**src/rtl/tmr_pkg.sv**
```systemverilog
package tmr_pkg;
  localparam int PRESC_W = 3;
  localparam logic [1:0] SRC_FAST = 2'd1;

  // bit layout of the control register, MSB first
  typedef struct packed {
    logic               oneshot;
    logic [PRESC_W-1:0] presc;
    logic [1:0]         src;
    logic               reload;
    logic               en;
  } ctrl_t;

  localparam int CTRL_W = $bits(ctrl_t);
endpackage

```
**src/rtl/tmr_prescaler.sv**
```systemverilog
module tmr_prescaler #(
  parameter int CODE_W = 3
) (
  input  logic              clk_i,
  input  logic              rst_ni,
  input  logic              clr_i,
  input  logic              tick_i,
  input  logic [CODE_W-1:0] code_i,
  output logic              tick_o
);
  localparam int DIV_W = (1 << CODE_W) - 1;

  logic [DIV_W-1:0] cnt_q;
  logic [DIV_W-1:0] mask;

  assign mask   = ~({DIV_W{1'b1}} << code_i);
  assign tick_o = tick_i && ((cnt_q & mask) == mask);

  always_ff @(posedge clk_i or negedge rst_ni) begin
    if (!rst_ni)     cnt_q <= '0;
    else if (clr_i)  cnt_q <= '0;
    else if (tick_i) cnt_q <= cnt_q + 1'b1;
  end
endmodule

```
**src/rtl/tmr_channel.sv**
```systemverilog
module tmr_channel
  import tmr_pkg::*;
#(
  parameter int CNT_W = 32,
  parameter int DW    = 32
) (
  input  logic              clk_i,
  input  logic              rst_ni,
  input  logic              slow_tick_i,
  input  logic              fast_tick_i,
  input  logic              ctrl_we_i,
  input  logic              intv_we_i,
  input  logic              cnt_we_i,
  input  logic [DW-1:0]     wdata_i,
  output logic [CTRL_W-1:0] ctrl_o,
  output logic [CNT_W-1:0]  intv_o,
  output logic [CNT_W-1:0]  cnt_o,
  output logic              en_o,
  output logic              oneshot_o,
  output logic              expire_o
);
  ctrl_t            ctrl_q, ctrl_wr;
  logic [CNT_W-1:0] intv_q, cnt_q;
  logic             sel_tick, ptick, at_end, busy;

  assign ctrl_wr  = ctrl_t'(wdata_i[CTRL_W-1:0]);
  assign sel_tick = (ctrl_q.src == SRC_FAST) ? fast_tick_i : slow_tick_i;
  assign busy     = ctrl_we_i || cnt_we_i;
  assign at_end   = (cnt_q <= CNT_W'(1));
  assign expire_o = ctrl_q.en && ptick && at_end && !busy;

  tmr_prescaler #(.CODE_W(PRESC_W)) u_presc (
    .clk_i  (clk_i),
    .rst_ni (rst_ni),
    .clr_i  (ctrl_we_i || !ctrl_q.en),
    .tick_i (sel_tick && ctrl_q.en),
    .code_i (ctrl_q.presc),
    .tick_o (ptick)
  );

  always_ff @(posedge clk_i or negedge rst_ni) begin
    if (!rst_ni) begin
      ctrl_q <= '0;
      intv_q <= '0;
      cnt_q  <= '0;
    end else begin
      if (intv_we_i) intv_q <= wdata_i[CNT_W-1:0];
      if (ctrl_we_i) begin
        ctrl_q        <= ctrl_wr;
        ctrl_q.reload <= 1'b0;
        if (ctrl_wr.reload) cnt_q <= intv_q;
      end else if (cnt_we_i) begin
        cnt_q <= wdata_i[CNT_W-1:0];
      end else if (ctrl_q.en && ptick) begin
        if (!at_end) begin
          cnt_q <= cnt_q - 1'b1;
        end else if (ctrl_q.oneshot) begin
          cnt_q     <= '0;
          ctrl_q.en <= 1'b0;
        end else begin
          cnt_q <= intv_q;
        end
      end
    end
  end

  assign ctrl_o    = ctrl_q;
  assign intv_o    = intv_q;
  assign cnt_o     = cnt_q;
  assign en_o      = ctrl_q.en;
  assign oneshot_o = ctrl_q.oneshot;
endmodule

```
**src/rtl/tick_timer_bank.sv**
```systemverilog
module tick_timer_bank
  import tmr_pkg::*;
#(
  parameter int NUM_CH = 2,
  parameter int CNT_W  = 32,
  parameter int ADDR_W = 8,
  parameter int DW     = 32
) (
  input  logic              clk_i,
  input  logic              rst_ni,
  input  logic [ADDR_W-1:0] addr_i,
  input  logic              we_i,
  input  logic [DW-1:0]     wdata_i,
  output logic [DW-1:0]     rdata_o,
  input  logic              slow_tick_i,
  input  logic              fast_tick_i,
  output logic              irq_o
);
  localparam logic [ADDR_W-1:0] IEN_A  = ADDR_W'(8'h00);
  localparam logic [ADDR_W-1:0] STAT_A = ADDR_W'(8'h04);
  localparam int                BLK_W  = ADDR_W - 4;

  logic [NUM_CH-1:0]             ien_q, stat_q, w1c;
  logic [NUM_CH-1:0]             ch_hit, expire, ch_en, ch_oneshot;
  logic [NUM_CH-1:0][CTRL_W-1:0] ctrl_rd;
  logic [NUM_CH-1:0][CNT_W-1:0]  intv_rd, cnt_rd;

  assign w1c = (we_i && addr_i == STAT_A) ? wdata_i[NUM_CH-1:0] : '0;

  for (genvar n = 0; n < NUM_CH; n++) begin : g_ch
    assign ch_hit[n] = (addr_i[ADDR_W-1:4] == BLK_W'(n + 1)) && (addr_i[1:0] == 2'b00);

    tmr_channel #(.CNT_W(CNT_W), .DW(DW)) u_ch (
      .clk_i       (clk_i),
      .rst_ni      (rst_ni),
      .slow_tick_i (slow_tick_i),
      .fast_tick_i (fast_tick_i),
      .ctrl_we_i   (we_i && ch_hit[n] && addr_i[3:2] == 2'd0),
      .intv_we_i   (we_i && ch_hit[n] && addr_i[3:2] == 2'd1),
      .cnt_we_i    (we_i && ch_hit[n] && addr_i[3:2] == 2'd2),
      .wdata_i     (wdata_i),
      .ctrl_o      (ctrl_rd[n]),
      .intv_o      (intv_rd[n]),
      .cnt_o       (cnt_rd[n]),
      .en_o        (ch_en[n]),
      .oneshot_o   (ch_oneshot[n]),
      .expire_o    (expire[n])
    );
  end

  always_ff @(posedge clk_i or negedge rst_ni) begin
    if (!rst_ni) begin
      ien_q  <= '0;
      stat_q <= '0;
    end else begin
      if (we_i && addr_i == IEN_A) ien_q <= wdata_i[NUM_CH-1:0];
      stat_q <= (stat_q & ~w1c) | expire;  // set beats clear
    end
  end

  assign irq_o = |(stat_q & ien_q);

  always_comb begin
    rdata_o = '0;
    if (addr_i == IEN_A) rdata_o[NUM_CH-1:0] = ien_q;
    else if (addr_i == STAT_A) rdata_o[NUM_CH-1:0] = stat_q;
    for (int n = 0; n < NUM_CH; n++) begin
      if (ch_hit[n]) begin
        case (addr_i[3:2])
          2'd0:    rdata_o[CTRL_W-1:0] = ctrl_rd[n];
          2'd1:    rdata_o[CNT_W-1:0]  = intv_rd[n];
          2'd2:    rdata_o[CNT_W-1:0]  = cnt_rd[n];
          default: rdata_o = '0;
        endcase
      end
    end
  end
endmodule

```
**config.mk**
```make
export PLATFORM = sky130hd
export DESIGN_NAME = tick_timer_bank
export DESIGN_NICKNAME = d
export VERILOG_FILES = /design/src/rtl/tmr_pkg.sv /design/src/rtl/tmr_prescaler.sv /design/src/rtl/tmr_channel.sv /design/src/rtl/tick_timer_bank.sv
export SDC_FILE = /design/constraint.sdc
export NUM_CORES = 1
export LEC_CHECK = 0
export BUFFER_PORTS_ARGS = -buffer_cell sky130_fd_sc_hd__buf_4
export CAP_MARGIN = 10
export CORE_MARGIN = 5
export CORE_UTILIZATION = 40
export DETAILED_ROUTE_END_ITERATION = 16
export GPL_ROUTABILITY_DRIVEN = 0
export PLACE_DENSITY = 0.58
export SLEW_MARGIN = 20
export SYNTH_ARGS = -nofsm -noshare
export SYNTH_HDL_FRONTEND = slang
export SYNTH_HIERARCHICAL = 1
export SYNTH_SLANG_ARGS = --single-unit
```
**constraint.sdc**
```tcl
create_clock -name clk_i -period 3.3 [get_ports clk_i]
set_input_delay 0.165 -clock clk_i [delete_from_list [all_inputs] [get_ports clk_i]]
set_output_delay 0.165 -clock clk_i [all_outputs]
set_load 0.02 [all_outputs]
```
### After elaboration in Yosys (flattened, before gate mapping)

Cells that the tools add are included.
Widths: inputs -> output; s select.

* bits in registers: 160
* bits in latches: 0
* bits in writable memories: 0
* ROM bits: 0
* bits of input ports: 45
* output and inout port bits: 33
* word-level logic and storage cells: 130
* memories: 0

* add/subtract/negate cells: 4
* multipliers: 0
* divide/modulo/power cells: 0
* magnitude comparators: 2
* equality and inequality tests: 13
* shifts and indexed selects: 2
* multiplexer cells: 37
* bitwise operators: 8
* reductions and logical operators: 48

Operators with widths (number)
* $mux 32: 14
* $pmux 24 s3: 1
* $le 32x1->1 const B: 2
* $sub 32x1->32 const B: 2
* $pmux 24 s2: 1
* $pmux 8 s3: 2
* $mux 7: 4
* $logic_and 1x1->1: 22
* $reduce_bool 2->1: 8
* $add 7x1->7 const B: 2
* $and 7x7->7: 2
* $eq 7x7->1: 2
* $not 7->7: 2
* $shl 7x3->7 const A: 2
* $mux 1: 12
* $eq 8x3->1 const B: 1
* $logic_not 8->1: 1
* $reduce_and 4->1: 2
* $eq 2x1->1 const B: 3
* $mux 2: 3
* $reduce_bool 3->1: 2
* $and 2x2->2: 2
* $eq 4x1->1 const B: 1
* $eq 4x2->1 const B: 1
* other kinds (10): 20

### Longest topological paths before layout

* depth in word-level cells: 9
* depth in mapped cells: 14
* depth with buffers taken out: 10

### Cells and area by module

Netlist, hierarchy kept.

By module, submodules not included
* tmr_channel: times used 2, cells each 456, area an instance 4405.5 µm², seq. area each 1776.7 µm²
* tick_timer_bank: times used 1, cells each 162, area an instance 1326.3 µm², seq. area each 100.1 µm²
* tmr_prescaler: times used 2, cells each 40, area an instance 379.1 µm², seq. area each 175.2 µm²

### Worst setup path before layout

No wires, ideal clock.

* path kind: in2reg
* start: input port addr_i[7]
* end: register stat_q[1]
* setup time: 0.131 ns
* arrival time: 2.496 ns
* required time: 3.169 ns
* setup slack: 0.673 ns
* stages: 11
* path buffers: 3
* path through: nor4_1 > nand3b_1 > nor2_1 > clkbuf_1 > nor2_1 > nand3_1 > clkbuf_1 > clkbuf_1 > nor2_1 > nor3b_1 > a21oi_1

* cells in the longest elaborated chain, start to end: 8
* elaborated cells on any way between the ends: 14
* classes of those cells: 2 x eq/ne; 1 x mux; 3 x bitwise; 8 x reduce/logical

Ends and longest elaborated chain
* start: declaration: line tick_timer_bank.sv:11 `input logic [ADDR_W-1:0] addr_i,`
* $eq 4x2->1 (*): line tick_timer_bank.sv:31 `assign ch_hit[n] = (addr_i[ADDR_W-1:4] == BLK_W'(n + 1)) && (addr_i[1:0] == 2'b00);`
* $logic_and 1x1->1 (*): line tick_timer_bank.sv:31
* $logic_and 1x1->1 (*): line tick_timer_bank.sv:38, tick_timer_bank.sv:40
* $logic_and 1x1->1, on equally long branches: line tick_timer_bank.sv:38, tick_timer_bank.sv:40
* $logic_or 1x1->1 (*): line tmr_channel.sv:28 `assign busy = ctrl_we_i || cnt_we_i;`
* $logic_not 1->1 (*): line tmr_channel.sv:30 `assign expire_o = ctrl_q.en && ptick && at_end && !busy;`
* $logic_and 1x1->1 (*): line tmr_channel.sv:30
* named net expire[1]: line tick_timer_bank.sv:24 `logic [NUM_CH-1:0] ch_hit, expire, ch_en, ch_oneshot;`
* $or 2x2->2 (*): line tick_timer_bank.sv:57 `stat_q <= (stat_q & ~w1c) | expire;`
* end signal: assignment: line tick_timer_bank.sv:57
* end: declaration: line tick_timer_bank.sv:23 `logic [NUM_CH-1:0] ien_q, stat_q, w1c;`

The timed path passes the listed nets; every way through them passes the cells marked *.
A chain may end at the register's enable or synchronous reset.

### Worst setup path after layout

* start: register g_ch[1].u_ch.ctrl_q (netlist bit g_ch[1].u_ch/ctrl_o[3])
* end: register g_ch[1].u_ch.cnt_q[26]

* cells in the longest elaborated chain, start to end: 7

Ends and longest elaborated chain
* start: declaration: line tmr_channel.sv:22 `ctrl_t ctrl_q, ctrl_wr;`
* start signal: assignment: line tmr_channel.sv:49 `ctrl_q <= ctrl_wr;`
* $eq 2x1->1: line tmr_channel.sv:27 `assign sel_tick = (ctrl_q.src == SRC_FAST) ? fast_tick_i : slow_tick_i;`
* $mux 1: line tmr_channel.sv:27
* $logic_and 1x1->1: line tmr_channel.sv:36 `.tick_i (sel_tick && ctrl_q.en),`
* $logic_and 1x1->1: line tmr_prescaler.sv:17 `assign tick_o = tick_i && ((cnt_q & mask) == mask);`
* named net g_ch[1].u_ch.ptick: line tmr_channel.sv:24 `logic sel_tick, ptick, at_end, busy;`
* $logic_and 1x1->1: line tmr_channel.sv:54 `end else if (ctrl_q.en && ptick) begin`
* $reduce_bool 3->1 (no line)
* $reduce_and 2->1 (no line)
* end signal: assignment: line tmr_channel.sv:53 `cnt_q <= wdata_i[CNT_W-1:0];`
* end signal: assignment: line tmr_channel.sv:56 `cnt_q <= cnt_q - 1'b1;`
* end signal: assignment: line tmr_channel.sv:61 `cnt_q <= intv_q;`
* end: declaration: line tmr_channel.sv:23 `logic [CNT_W-1:0] intv_q, cnt_q;`

The timed path passes the listed nets, and every way through them passes these cells.

==> metrics <==
core area between 20000 and 30000 um2; Setup Skew 0.01966 ns; IO Pins 78; Final TNS setup 0 ns; Top Metal Used met4; placed cells 1514; vias in the first global route 9752; RSZ-0062 raised after global routing no; Seq pwr share 39.8%; pin count of the biggest net entering global routing just under 80; PortBufs 77; Tot Pwr 5.941 mW; Pwr Density 478.5 nW/um2; VDD IR max 325.0 uV; Root Buffer clkbuf_16; max-slew violations 0; most common cell after layout, fill and taps aside dfrtp_1; Sw Share 34.98%; Sink Count 160; flops & latches, synth 160; Post-CTS Resized 0; Pint 3.863 mW; drt pass-1 iters 6; EDFF count, synth 0; leakage power 5.066 nW; clock tree from TritonCTS yes; Tmin final 3.019 ns; Mean Syn Cell Area 9.441 um2; Ys Warns 6; Clock Path Buffers 2; clock slew at reported path FFs 0.08 ns; via/cell ratio 6.756; die area 30640 um2; CTS buffer count 17; fin crit share slightly above 90%; diodes inserted 0; status finished, final reports clean; power share of the clock group 35.3%; DP Worst Slack ~0.40 ns; routed wl met2 17680 um; Area Overhead vs Synth 13.95%; crit path launch g_ch[1].u_ch/ctrl_o[3]; Hold Violations, Final 0; Die H 175.0 um; Hold Slack 0.01434 ns; Cell variety after synth 72; DRC Markers 0; Initial Util 40.54%; antenna-violating nets left 0; cell area after synthesis 10900 um2; HP Class input port to register; CP Capture Type register; capture point of the critical path g_ch[1].u_ch/cnt_o[26]; Final Cell Area 12420 um2; # nets final approximately 1200; Slew HR 29.48%; Non-Filler Instances 1548; data required time at the worst endpoint 3.58 ns; reg2reg path depth 11; Worst R2R Start g_ch[1].u_ch/ctrl_o[3]; hold path cells 3; Main synth FF type dfrtp_1; fraction of registers with async set/reset 100.0%; DRT met1 WL about 17000 um; post-synthesis cell count 1154; Critical Path Fanout Max 18; arrival time worst endpoint 3.29 ns; most frequent cells in the layout dfrtp_1, buf_4, nor2_1; fin util 46.20%; Crit Path Class register to register; gr ovfl total 0; max frequency 0.3313 GHz; Least-Margin Pin Slew 1.053 ns; Final Setup Violations 0; Worst R2R End g_ch[1].u_ch/cnt_o[26]; Vias roughly 10000; die width 175.0 um; routed wl met3 3075 um; wirelength, routed 39030 um; Routed WL per cell 25.21 um; Reg2Reg Setup Slack 0.28 ns; Combinational Power Share 24.9%; final setup margin roughly 0.28 ns; sequential-to-total area share from yosys stat 36.75%; initial antenna violation count 0; CP Launch Type register; post-detail-place hpwl 26440 um; Placed Instance Area around 12000 um2; share of layout cells above drive strength 1 between 20% and 30%; P_sw a little over 2 mW; GR Util All Layers 24.97%; Mapped Nets about 1200; # H-tree levels 4; # rows 60; first-pass GRT wire length 60310 um; DR iter-0 viols about 1400; worst-skew pair later-pin latency 0.45 ns; Max Cap Viol 0
## routing by layer
metal / global-route usage (%) / up-vias
met1: 36.30 / 5274
met4: 7.267 / 0
met5: 0 / -
li1: - / 4584
met3: 3.959 / 79
met2: 38.51 / 521
## power by group through the flow
stage	logic, mW	registers [mW]	clock network [mW]
after floorplan	1.03	2.30	0
after global placement	1.43	2.39	0
after detailed placement	1.44	2.40	0
after CTS	1.45	2.36	2.12
after global routing	1.59	2.39	2.22
final	1.48	2.36	2.09
## kinds of logic after synthesis
group / synth area share [%]
other cells: 0.06893
mux: 9.830
buf+inv: 6.592
compound gates: 24.70
xor+xnor: 3.698
fa+ha+maj: 1.148
flops: 36.75
simple gates: 17.21
## registers in the layout, summed over array words and instances (netlist names)
signal / cells
g_ch.u_ch/en_o: 2
g_ch.u_ch/cnt_o: 64
ien_q: 2
g_ch.u_ch/intv_o: 64
g_ch.u_ch/ctrl_o: 10
g_ch.u_ch/u_presc/cnt_q: 14
stat_q: 2
g_ch.u_ch/oneshot_o: 2
## synth_stat cells, drive strengths merged, types with 6 or more instances
master / instances / share of area (%)
or3: 6 / 0.34
nor3: 27 / 1.3
a211oi: 10 / 0.69
nor4: 26 / 2.0
nor3b: 6 / 0.41
a31oi: 16 / 0.92
clkbuf: 57 / 2.0
nor2b: 23 / 1.3
ha: 10 / 1.1
a22oi: 54 / 3.7
o221ai: 6 / 0.48
a222oi: 18 / 1.7
nand3: 31 / 1.4
nand4: 22 / 1.4
o22ai: 72 / 4.4
inv: 28 / 0.96
dfrtp: 160 / 37
o311ai: 6 / 0.48
a21oi: 34 / 1.6
a221oi: 32 / 2.6
o31ai: 12 / 0.83
a41oi: 10 / 0.80
xor2: 24 / 1.9
xnor2: 22 / 1.8
or2: 6 / 0.34
and4: 6 / 0.48
or4: 13 / 1.1
a221o: 22 / 2.0
nor2: 88 / 3.0
mux2: 72 / 7.4
a311oi: 6 / 0.48
nand2: 52 / 1.8
buf: 48 / 3.1
mux2i: 26 / 2.4
o21ai: 34 / 1.6
## how the worst min path moves through the flow
stage                            from                             to
after detailed placement       rst_ni  g_ch[0].u_ch/u_presc/cnt_q[3]
after global routing      wdata_i[16]        g_ch[0].u_ch/intv_o[16]
final                     wdata_i[29]        g_ch[0].u_ch/intv_o[29]
after floorplan                rst_ni          g_ch[0].u_ch/cnt_o[0]
after CTS                 wdata_i[26]        g_ch[0].u_ch/intv_o[26]
after global placement         rst_ni  g_ch[0].u_ch/u_presc/cnt_q[2]
## what timing repair did
item,4_1_cts,5_1_grt
hold buffers,2,0
hold endpoints to repair,75,0
setup endpoints to repair,0,0
setup buffers,0,0
## worst max-delay path: stages, from the launching register on
cell and delay, ns:
dfrtp_1 0.40, nor2b_1 0.18, mux2i_1 0.10, nor2b_1 0.16, nand2_1 0.07, a211oi_1 0.41
a21oi_1 0.18, o21a_1 0.51, buf_4 0.35, a221o_1 0.26, o21ai_0 0.06, o311ai_0 0.15
## cell type report
class,count,area [um2]
Inverter,28,105.1
Multi-Input combinational cell,856,6233
Fill cell,2619,14460
Clock buffer,18,429.2
Clock inverter,14,162.7
Timing Repair Buffer,131,1055
Tap cell,341,426.7
Sequential cell,160,4004
(Power assumes the default switching activity.)
